--- src/rtl/ivec_pkg.sv ---
package ivec_pkg;
    localparam int RM_BYTES = 4;
    localparam int PM_BYTES = 8;
    localparam int RM_SHIFT = $clog2(RM_BYTES);
    localparam int PM_SHIFT = $clog2(PM_BYTES);
    localparam int IDX_W    = $clog2(PM_BYTES);

    typedef enum logic [1:0] {
        ST_IDLE  = 2'd0,
        ST_ISSUE = 2'd1,
        ST_AWAIT = 2'd2,
        ST_DONE  = 2'd3
    } fetch_st_t;
endpackage

--- src/rtl/ivec_entry_addr.sv ---
module ivec_entry_addr
    import ivec_pkg::*;
#(
    parameter int VEC_W  = 8,
    parameter int ADDR_W = 32
) (
    input  logic              prot,
    input  logic [VEC_W-1:0]  vec,
    input  logic [ADDR_W-1:0] base,
    output logic [ADDR_W-1:0] entry_o
);
    logic [ADDR_W-1:0] rm_entry;
    logic [ADDR_W-1:0] pm_entry;

    assign rm_entry = ADDR_W'({vec, {RM_SHIFT{1'b0}}});
    assign pm_entry = base + ADDR_W'({vec, {PM_SHIFT{1'b0}}});
    assign entry_o  = prot ? pm_entry : rm_entry;
endmodule

--- src/rtl/ivec_byte_store.sv ---
module ivec_byte_store #(
    parameter int NB = 8
) (
    input  logic                   clk,
    input  logic                   rst_n,
    input  logic                   wr_en,
    input  logic [$clog2(NB)-1:0]  wr_idx,
    input  logic [7:0]             wr_data,
    output logic [NB-1:0][7:0]     bytes_o
);
    localparam int IW = $clog2(NB);

    logic [7:0] slot_q [NB];

    for (genvar g = 0; g < NB; g++) begin : g_slot
        always_ff @(posedge clk or negedge rst_n) begin
            if (!rst_n) begin
                slot_q[g] <= '0;
            end else if (wr_en && wr_idx == IW'(g)) begin
                slot_q[g] <= wr_data;
            end
        end
        assign bytes_o[g] = slot_q[g];
    end
endmodule

--- src/rtl/ivec_result_form.sv ---
module ivec_result_form
    import ivec_pkg::*;
#(
    parameter int PHYS_W = 20
) (
    input  logic                     prot,
    input  logic [PM_BYTES-1:0][7:0] ent,
    output logic [15:0]              seg_o,
    output logic [31:0]              off_o,
    output logic [PHYS_W-1:0]        phys_o,
    output logic [7:0]               attr_o
);
    logic [15:0] low_off;

    assign low_off = {ent[1], ent[0]};
    assign seg_o   = {ent[3], ent[2]};

    always_comb begin
        if (prot) begin
            off_o  = {ent[7], ent[6], low_off};
            attr_o = ent[5];
            phys_o = '0;
        end else begin
            off_o  = {16'h0000, low_off};
            attr_o = 8'h00;
            phys_o = PHYS_W'({seg_o, 4'h0}) + PHYS_W'(low_off);
        end
    end
endmodule

--- src/rtl/ivec_fetch.sv ---
module ivec_fetch
    import ivec_pkg::*;
#(
    parameter int VEC_W  = 8,
    parameter int ADDR_W = 32,
    parameter int PHYS_W = 20
) (
    input  logic              clk,
    input  logic              rst_n,
    input  logic              start,
    input  logic              prot_mode,
    input  logic [VEC_W-1:0]  vec_num,
    input  logic [ADDR_W-1:0] tbl_base,
    output logic              mem_req,
    output logic [ADDR_W-1:0] mem_addr,
    input  logic              mem_vld,
    input  logic [7:0]        mem_rdata,
    output logic              done,
    output logic [15:0]       res_seg,
    output logic [31:0]       res_off,
    output logic [PHYS_W-1:0] res_phys,
    output logic [7:0]        res_attr
);
    localparam logic [ADDR_W-1:0] RM_LIMIT = ADDR_W'(RM_BYTES) << VEC_W;

    fetch_st_t               st_q, st_d;
    logic [VEC_W-1:0]        vec_q;
    logic [ADDR_W-1:0]       base_q;
    logic                    prot_q;
    logic [IDX_W-1:0]        idx_q;
    logic [IDX_W-1:0]        last_idx;
    logic [ADDR_W-1:0]       entry_addr;
    logic                    wr_en;
    logic [PM_BYTES-1:0][7:0] ent_bytes;

    assign last_idx = prot_q ? IDX_W'(PM_BYTES - 1) : IDX_W'(RM_BYTES - 1);

    // State register
    always_ff @(posedge clk or negedge rst_n) begin
        if (!rst_n) begin
            st_q <= ST_IDLE;
        end else begin
            st_q <= st_d;
        end
    end

    // Next state and outputs
    always_comb begin
        st_d    = st_q;
        mem_req = 1'b0;
        done    = 1'b0;
        wr_en   = 1'b0;
        unique case (st_q)
            ST_IDLE: begin
                if (start) st_d = ST_ISSUE;
            end
            ST_ISSUE: begin
                mem_req = 1'b1;
                st_d    = ST_AWAIT;
            end
            ST_AWAIT: begin
                if (mem_vld) begin
                    wr_en = 1'b1;
                    st_d  = (idx_q == last_idx) ? ST_DONE : ST_ISSUE;
                end
            end
            ST_DONE: begin
                done = 1'b1;
                st_d = ST_IDLE;
            end
            default: st_d = ST_IDLE;
        endcase
    end

    // Request context and byte index
    always_ff @(posedge clk or negedge rst_n) begin
        if (!rst_n) begin
            vec_q  <= '0;
            base_q <= '0;
            prot_q <= 1'b0;
            idx_q  <= '0;
        end else if (st_q == ST_IDLE && start) begin
            vec_q  <= vec_num;
            base_q <= tbl_base;
            prot_q <= prot_mode;
            idx_q  <= '0;
        end else if (wr_en) begin
            idx_q  <= idx_q + 1'b1;
        end
    end

    ivec_entry_addr #(.VEC_W(VEC_W), .ADDR_W(ADDR_W)) u_addr (
        .prot    (prot_q),
        .vec     (vec_q),
        .base    (base_q),
        .entry_o (entry_addr)
    );

    assign mem_addr = entry_addr + ADDR_W'(idx_q);

    ivec_byte_store #(.NB(PM_BYTES)) u_store (
        .clk     (clk),
        .rst_n   (rst_n),
        .wr_en   (wr_en),
        .wr_idx  (idx_q),
        .wr_data (mem_rdata),
        .bytes_o (ent_bytes)
    );

    ivec_result_form #(.PHYS_W(PHYS_W)) u_form (
        .prot   (prot_q),
        .ent    (ent_bytes),
        .seg_o  (res_seg),
        .off_o  (res_off),
        .phys_o (res_phys),
        .attr_o (res_attr)
    );

    // Checker state: address of the previous request in this fetch
    logic [ADDR_W-1:0] chk_prev;
    logic              chk_have;
    always_ff @(posedge clk or negedge rst_n) begin
        if (!rst_n) begin
            chk_prev <= '0;
            chk_have <= 1'b0;
        end else if (st_q == ST_IDLE) begin
            chk_have <= 1'b0;
        end else if (mem_req) begin
            chk_prev <= mem_addr;
            chk_have <= 1'b1;
        end
    end

    assert_req_pulse_R7: assert property (@(posedge clk) disable iff (!rst_n)
        mem_req |=> !mem_req);

    assert_done_pulse_R8: assert property (@(posedge clk) disable iff (!rst_n)
        done |=> !done);

    assert_real_range_R2: assert property (@(posedge clk) disable iff (!rst_n)
        (mem_req && !prot_q) |-> (mem_addr < RM_LIMIT));

    // byte reads climb by one within a fetch
    assert_ascend_R5: assert property (@(posedge clk) disable iff (!rst_n)
        (mem_req && chk_have) |-> (mem_addr == chk_prev + 1'b1));

    assert_busy_ignore_R9: assert property (@(posedge clk) disable iff (!rst_n)
        (st_q != ST_IDLE && start) |=> ($stable(vec_q) && $stable(prot_q) && $stable(base_q)));

    assert_reset_quiet_R1: assert property (@(posedge clk) disable iff (!rst_n)
        (st_q == ST_IDLE) |-> (!mem_req && !done));
endmodule

--- config.mk ---
export PLATFORM = sky130hd
export DESIGN_NAME = ivec_fetch
export DESIGN_NICKNAME = d
export VERILOG_FILES = /design/src/rtl/ivec_pkg.sv /design/src/rtl/ivec_entry_addr.sv /design/src/rtl/ivec_byte_store.sv /design/src/rtl/ivec_result_form.sv /design/src/rtl/ivec_fetch.sv
export SDC_FILE = /design/constraint.sdc
export NUM_CORES = 1
export LEC_CHECK = 0
export BUFFER_PORTS_ARGS = -buffer_cell sky130_fd_sc_hd__buf_2
export CORE_ASPECT_RATIO = 0.75
export CORE_MARGIN = 5
export CORE_UTILIZATION = 55
export CTS_CLUSTER_DIAMETER = 30
export CTS_CLUSTER_SIZE = 10
export DETAILED_ROUTE_END_ITERATION = 7
export GPL_ROUTABILITY_DRIVEN = 0
export PLACE_DENSITY = 0.81
export SKIP_CTS_REPAIR_TIMING = 1
export SLEW_MARGIN = 20
export SYNTH_ARGS = -nofsm -noshare
export SYNTH_HDL_FRONTEND = slang
export SYNTH_SLANG_ARGS = --single-unit
--- constraint.sdc ---
create_clock -name clk -period 8.1 [get_ports clk]
set_input_delay 1.62 -clock clk [delete_from_list [all_inputs] [get_ports clk]]
set_output_delay 1.62 -clock clk [all_outputs]
set_load 0.02 [all_outputs]
# ---- Word level (Yosys, flattened, before mapping)
# Index checks and enable logic that the tools add are counted.
dict set report classes {
  addsub 4
  eq_ne 12
  n_mux 15
  n_reduce_logical 12
}
# op count
set ops {}
lappend ops {{$mux 32} 2}
lappend ops {{$add 32x11->32} 1}
lappend ops {{$add 32x3->32} 1}
lappend ops {{$add 20x16->20} 1}
lappend ops {{$mux 20} 1}
lappend ops {{$eq 3x3->1 const B} 3}
lappend ops {{$mux 3} 3}
lappend ops {{$logic_and 1x1->1} 8}
lappend ops {{$mux 8} 1}
lappend ops {{$pmux 2 s4} 1}
lappend ops {{$eq 3x2->1 const B} 2}
lappend ops {{$mux 2} 3}
lappend ops {{$eq 2x2->1 const B} 2}
lappend ops {{$mux 1} 4}
lappend ops {{$ne 2x2->1 const B} 2}
lappend ops {{$add 3x1->3 const B} 1}
lappend ops {{$eq 3x1->1 const B} 1}
lappend ops {{$eq 3x3->1} 1}
lappend ops {{$logic_not 3->1} 1}
lappend ops {{$eq 2x1->1 const B} 1}
lappend ops {{$logic_not 2->1} 1}
lappend ops {{$reduce_and 2->1} 1}
lappend ops {{$reduce_bool 2->1} 1}
dict set report totals {
  regBits 102
  input_bits 53
}

# ---- Logic depth before layout (Yosys ltp)
dict set report logic_depth {
  word_depth 5
  ltp_mapped 15
  depth_no_buf 11
}

# ---- Hierarchy
# From an unflattened synthesis, not the netlist that was laid out.
dict set report hier_totals {
  hier_cells 678
  hier_area_um2 7238.2
}
# module instances cells_each area_per_inst_um2 seq_area_each_um2
set by_module_without_submodules {}
lappend by_module_without_submodules {ivec_byte_store 1 143 2452.4 1601.5}
lappend by_module_without_submodules {ivec_fetch 1 202 2438.6 1151.1}
lappend by_module_without_submodules {ivec_result_form 1 180 1233.7 0.0}
lappend by_module_without_submodules {ivec_entry_addr 1 153 1113.6 0.0}

# ---- Least setup slack after synthesis
# OpenSTA, ideal clock, no wires.
dict set report synth_path {
  path_type {register to output}
  startpoint {register prot_q}
  endpoint {output port mem_addr[24]}
  arrival_ns 3.796
  setup_slack_ns 2.684
  path_stages_with_launch 13
  path_buffers 4
  cell_sequence {dfrtp_1 -> clkbuf_1 -> buf_6 -> clkbuf_1 -> clkbuf_1 -> mux2_2 -> ha_1 -> nor2b_1 -> o21ai_0 -> nor4b_1 -> and3_1 -> nand2_1 -> o311ai_0}
}
dict set report synth_between {
  elab_chain_len 2
}
# item line
set synth_rtl {}
lappend synth_rtl {{from (decl)} ivec_fetch.sv:29} ;# logic prot_q;
lappend synth_rtl {{from (signal assigned)} ivec_fetch.sv:85} ;# prot_q <= prot_mode;
lappend synth_rtl {{$mux 32} ivec_entry_addr.sv:17} ;# assign entry_o = prot ? pm_entry : rm_entry;
lappend synth_rtl {{$add 32x3->32} ivec_fetch.sv:99} ;# assign mem_addr = entry_addr + ADDR_W'(idx_q);
lappend synth_rtl {{to (decl)} ivec_fetch.sv:15} ;# output logic [ADDR_W-1:0] mem_addr,
# No other way between the ends.

# ---- Final worst setup path
dict set report layout_path {
  startpoint {register prot_q}
  endpoint {output port mem_addr[29]}
}
# Same word-level chain as after synthesis.

==> flow_metrics.tcl <==
set metrics [dict create \
    cts_tree "done" \
    arrival_ns 4.51 \
    clock_skew_ns 0.006399 \
    utilization_pct 64.59 \
    hold_depth 1 \
    die_w_um 139.7 \
    dr.pass1.iters 5 \
    worstPathRequired_ns 6.48 \
    grt_max_degree 60 \
    min_period_ns 6.131 \
    rr_startpoint "prot_q" \
    fillers 1057 \
    rows 35 \
    clock_latency_ns 0.35 \
    synth_cell_type_count 66 \
    die_area_um2 15000 \
    layout-drive-gt1-share_pct 35.34 \
    multiInputGateArea_um2 3961 \
    min_path_type "register to register" \
    fin_setup_tns_ns 0 \
    p_leak_nw 3.801 \
    syn_nets 787 \
    min_from "u_store.bytes_o[50]" \
    async_flop_share_pct 100.0 \
    nets 909 \
    rsz0062_at_grt "false" \
    synth_cells 702 \
    grt_pass1_wl_mm 28.38 \
    post_drt_wl_per_cell_um 17.41 \
    yosys_warnings 0 \
    path_max_fanout 45 \
    ir_drop_mv 0.2196 \
    clk_pin_slew_ns 0.08 \
    yosysSeqAreaShare_pct 36.76 \
    status "completed" \
    syn_area_per_cell_um2 9.892 \
    p_per_area_nw_per_um2 440.2 \
    report.final.slew_viol_count 0 \
    via_per_inst 5.707 \
    start_kind "register" \
    dp_hpwl_mm 13.45 \
    critPathKind "register to output pin" \
    drt_wl_total_mm 17.32 \
    synth_edf_count 0 \
    finalSetupViolCount 0 \
    io_buffers 162 \
    track_usage_pct 23.31 \
    whs_endpoint "u_store.bytes_o[50]" \
    final_common_cell "buf_2" \
    final_hold_viol_count 0 \
    synth-seq-cells 102 \
    antenna_cells 0 \
    drt_iter0_drc 440 \
    worstMarginPinSlew_ns 0.8334 \
    r2r_end "prot_q" \
    period_share_pct 75.69 \
    synthFlopType "dfrtp_1" \
    seqCellArea_um2 2554 \
    reg2reg_slack_ns 6.07 \
    end_kind "output pin" \
    drv_cap 0 \
    slew_headroom_pct 44.44 \
    htreeDepth 3 \
    grt_pass1_vias 5525 \
    io_pins 163 \
    synthToLayoutAreaGrowth_pct 14.45 \
    grt.overflow.total 0 \
    antenna_found_initial 1 \
    cts-root-buf "clkbuf_16" \
    vias 5678 \
    core_region_area_um2 12310 \
    layout_common_cells "buf_2 (161), dfrtp_1 (101), mux2_2 (93)" \
    reg2regPathDepth 2 \
    cts.sinks 102 \
    clk_path_buf_depth 2 \
    fp.dieH_um 107.3 \
    ant_nets 0 \
    cts_buffers 9 \
    drc 0 \
    clock.fmax_mhz 163.1 \
    initial_utilization_pct 56.43 \
    netlist_area_um2 6944 \
]
## final cells by class
class                   count  area share (%)
flip-flops and latches    102           32.13
repair buffers            166           10.61
well taps                 166           2.613
clock buffers               9           2.834
clock inverters             7           1.118
inverters                  18          0.8501
multi-input cells         527           49.84
## logic make-up after synthesis
kind of cell	share of synthesized area [%]
DFF	36.76
and+or+nand+nor	18.40
AOI/OAI and AO/OA	9.442
xor gates and xnor gates	6.937
buffers and inverters	6.270
adders and majority gates	6.090
muxes	16.11
## cells in the mapped netlist, types with 3 or more instances
master	number	area share, %
a211oi_1	5	0.54
a21o_1	8	0.86
a21oi_1	22	1.6
and2_1	31	2.8
and3_1	6	0.54
and4_1	3	0.38
buf_4	34	3.7
buf_6	3	0.49
clkbuf_1	15	0.81
dfrtp_1	102	37
fa_1	3	0.86
ha_1	29	5.2
inv_1	17	0.92
mux2_2	93	15
mux2i_1	6	0.86
nand2_1	50	2.7
nand2b_1	4	0.36
nand3_1	24	1.7
nand4_1	7	0.63
nor2_1	44	2.4
nor2b_1	18	1.6
nor3_1	12	0.86
nor3b_1	5	0.54
nor4_1	7	0.63
o2111ai_1	4	0.50
o211ai_1	5	0.54
o21a_1	5	0.54
o21ai_0	25	1.8
o21ai_1	3	0.22
o31ai_1	4	0.43
or2_2	4	0.36
or3_1	7	0.63
xnor2_1	34	4.3
xor2_1	21	2.6
## worst max-delay path by stage
stage | cells past startpoint | slack (ns) | endpoint | startpoint
after floorplan | 12 | 2.68 | mem_addr[24] | prot_q
after CTS | 10 | 2.05 | mem_addr[29] | prot_q
after global routing | 12 | 1.71 | mem_addr[29] | vec_q[0]
after detailed placement | 10 | 2.44 | mem_addr[29] | prot_q
final | 10 | 1.97 | mem_addr[29] | prot_q
after global placement | 10 | 2.54 | mem_addr[29] | prot_q
## sequential cells by signal, indices dropped and copies added (netlist names)
signal	cells
st_q	2
vec_q	8
u_store.bytes_o	56
idx_q	3
prot_q	1
base_q	32
## per-layer routing
| layer | track usage [%] | part of all wire [%] | vias to the layer above |
|---|---|---|---|
| met5 | 0 | 0.075 | - |
| met2 | 34.63 | 43 | 203 |
| met1 | 34.90 | 48 | 2736 |
| li1 | - | - | 2718 |
| met3 | 6.172 | 7.3 | 19 |
| met4 | 3.665 | 0.83 | 2 |
## metrics by stage
step / total power, mW / cell area [um^2] / hold WS [ns] / setup slack, ns / std cells
after floorplan: 2.534 / 6944 / 0.4713 / 2.684 / 702
after global placement: 2.991 / 7634 / 0.4802 / 2.538 / 979
after detailed placement: 3.033 / 7634 / 0.4853 / 2.441 / 979
after CTS: 3.499 / 7948 / 0.5052 / 2.049 / 995
after global routing: 3.759 / 7948 / 0.5160 / 1.707 / 995
final: 3.498 / 7948 / 0.5033 / 1.969 / 995
## critical path, stage by stage, from the launching register on
cell     delay, ns
dfrtp_2       0.91
buf_4         0.45
mux2_2        0.38
ha_1          0.32
a21oi_1       0.11
a21oi_1       0.21
nor2b_1       0.38
nand4_1       0.39
nor4b_1       0.46
mux2_1        0.35
buf_2         0.16
## report_power, final
part / switching [mW] / internal [mW] / leakage [nW]
Sequential: 0.233 / 0.702 / 1.30
Combinational: 1.29 / 0.828 / 2.35
Clock: 0.222 / 0.225 / 0.153
Power figures use the tool's default switching activity.
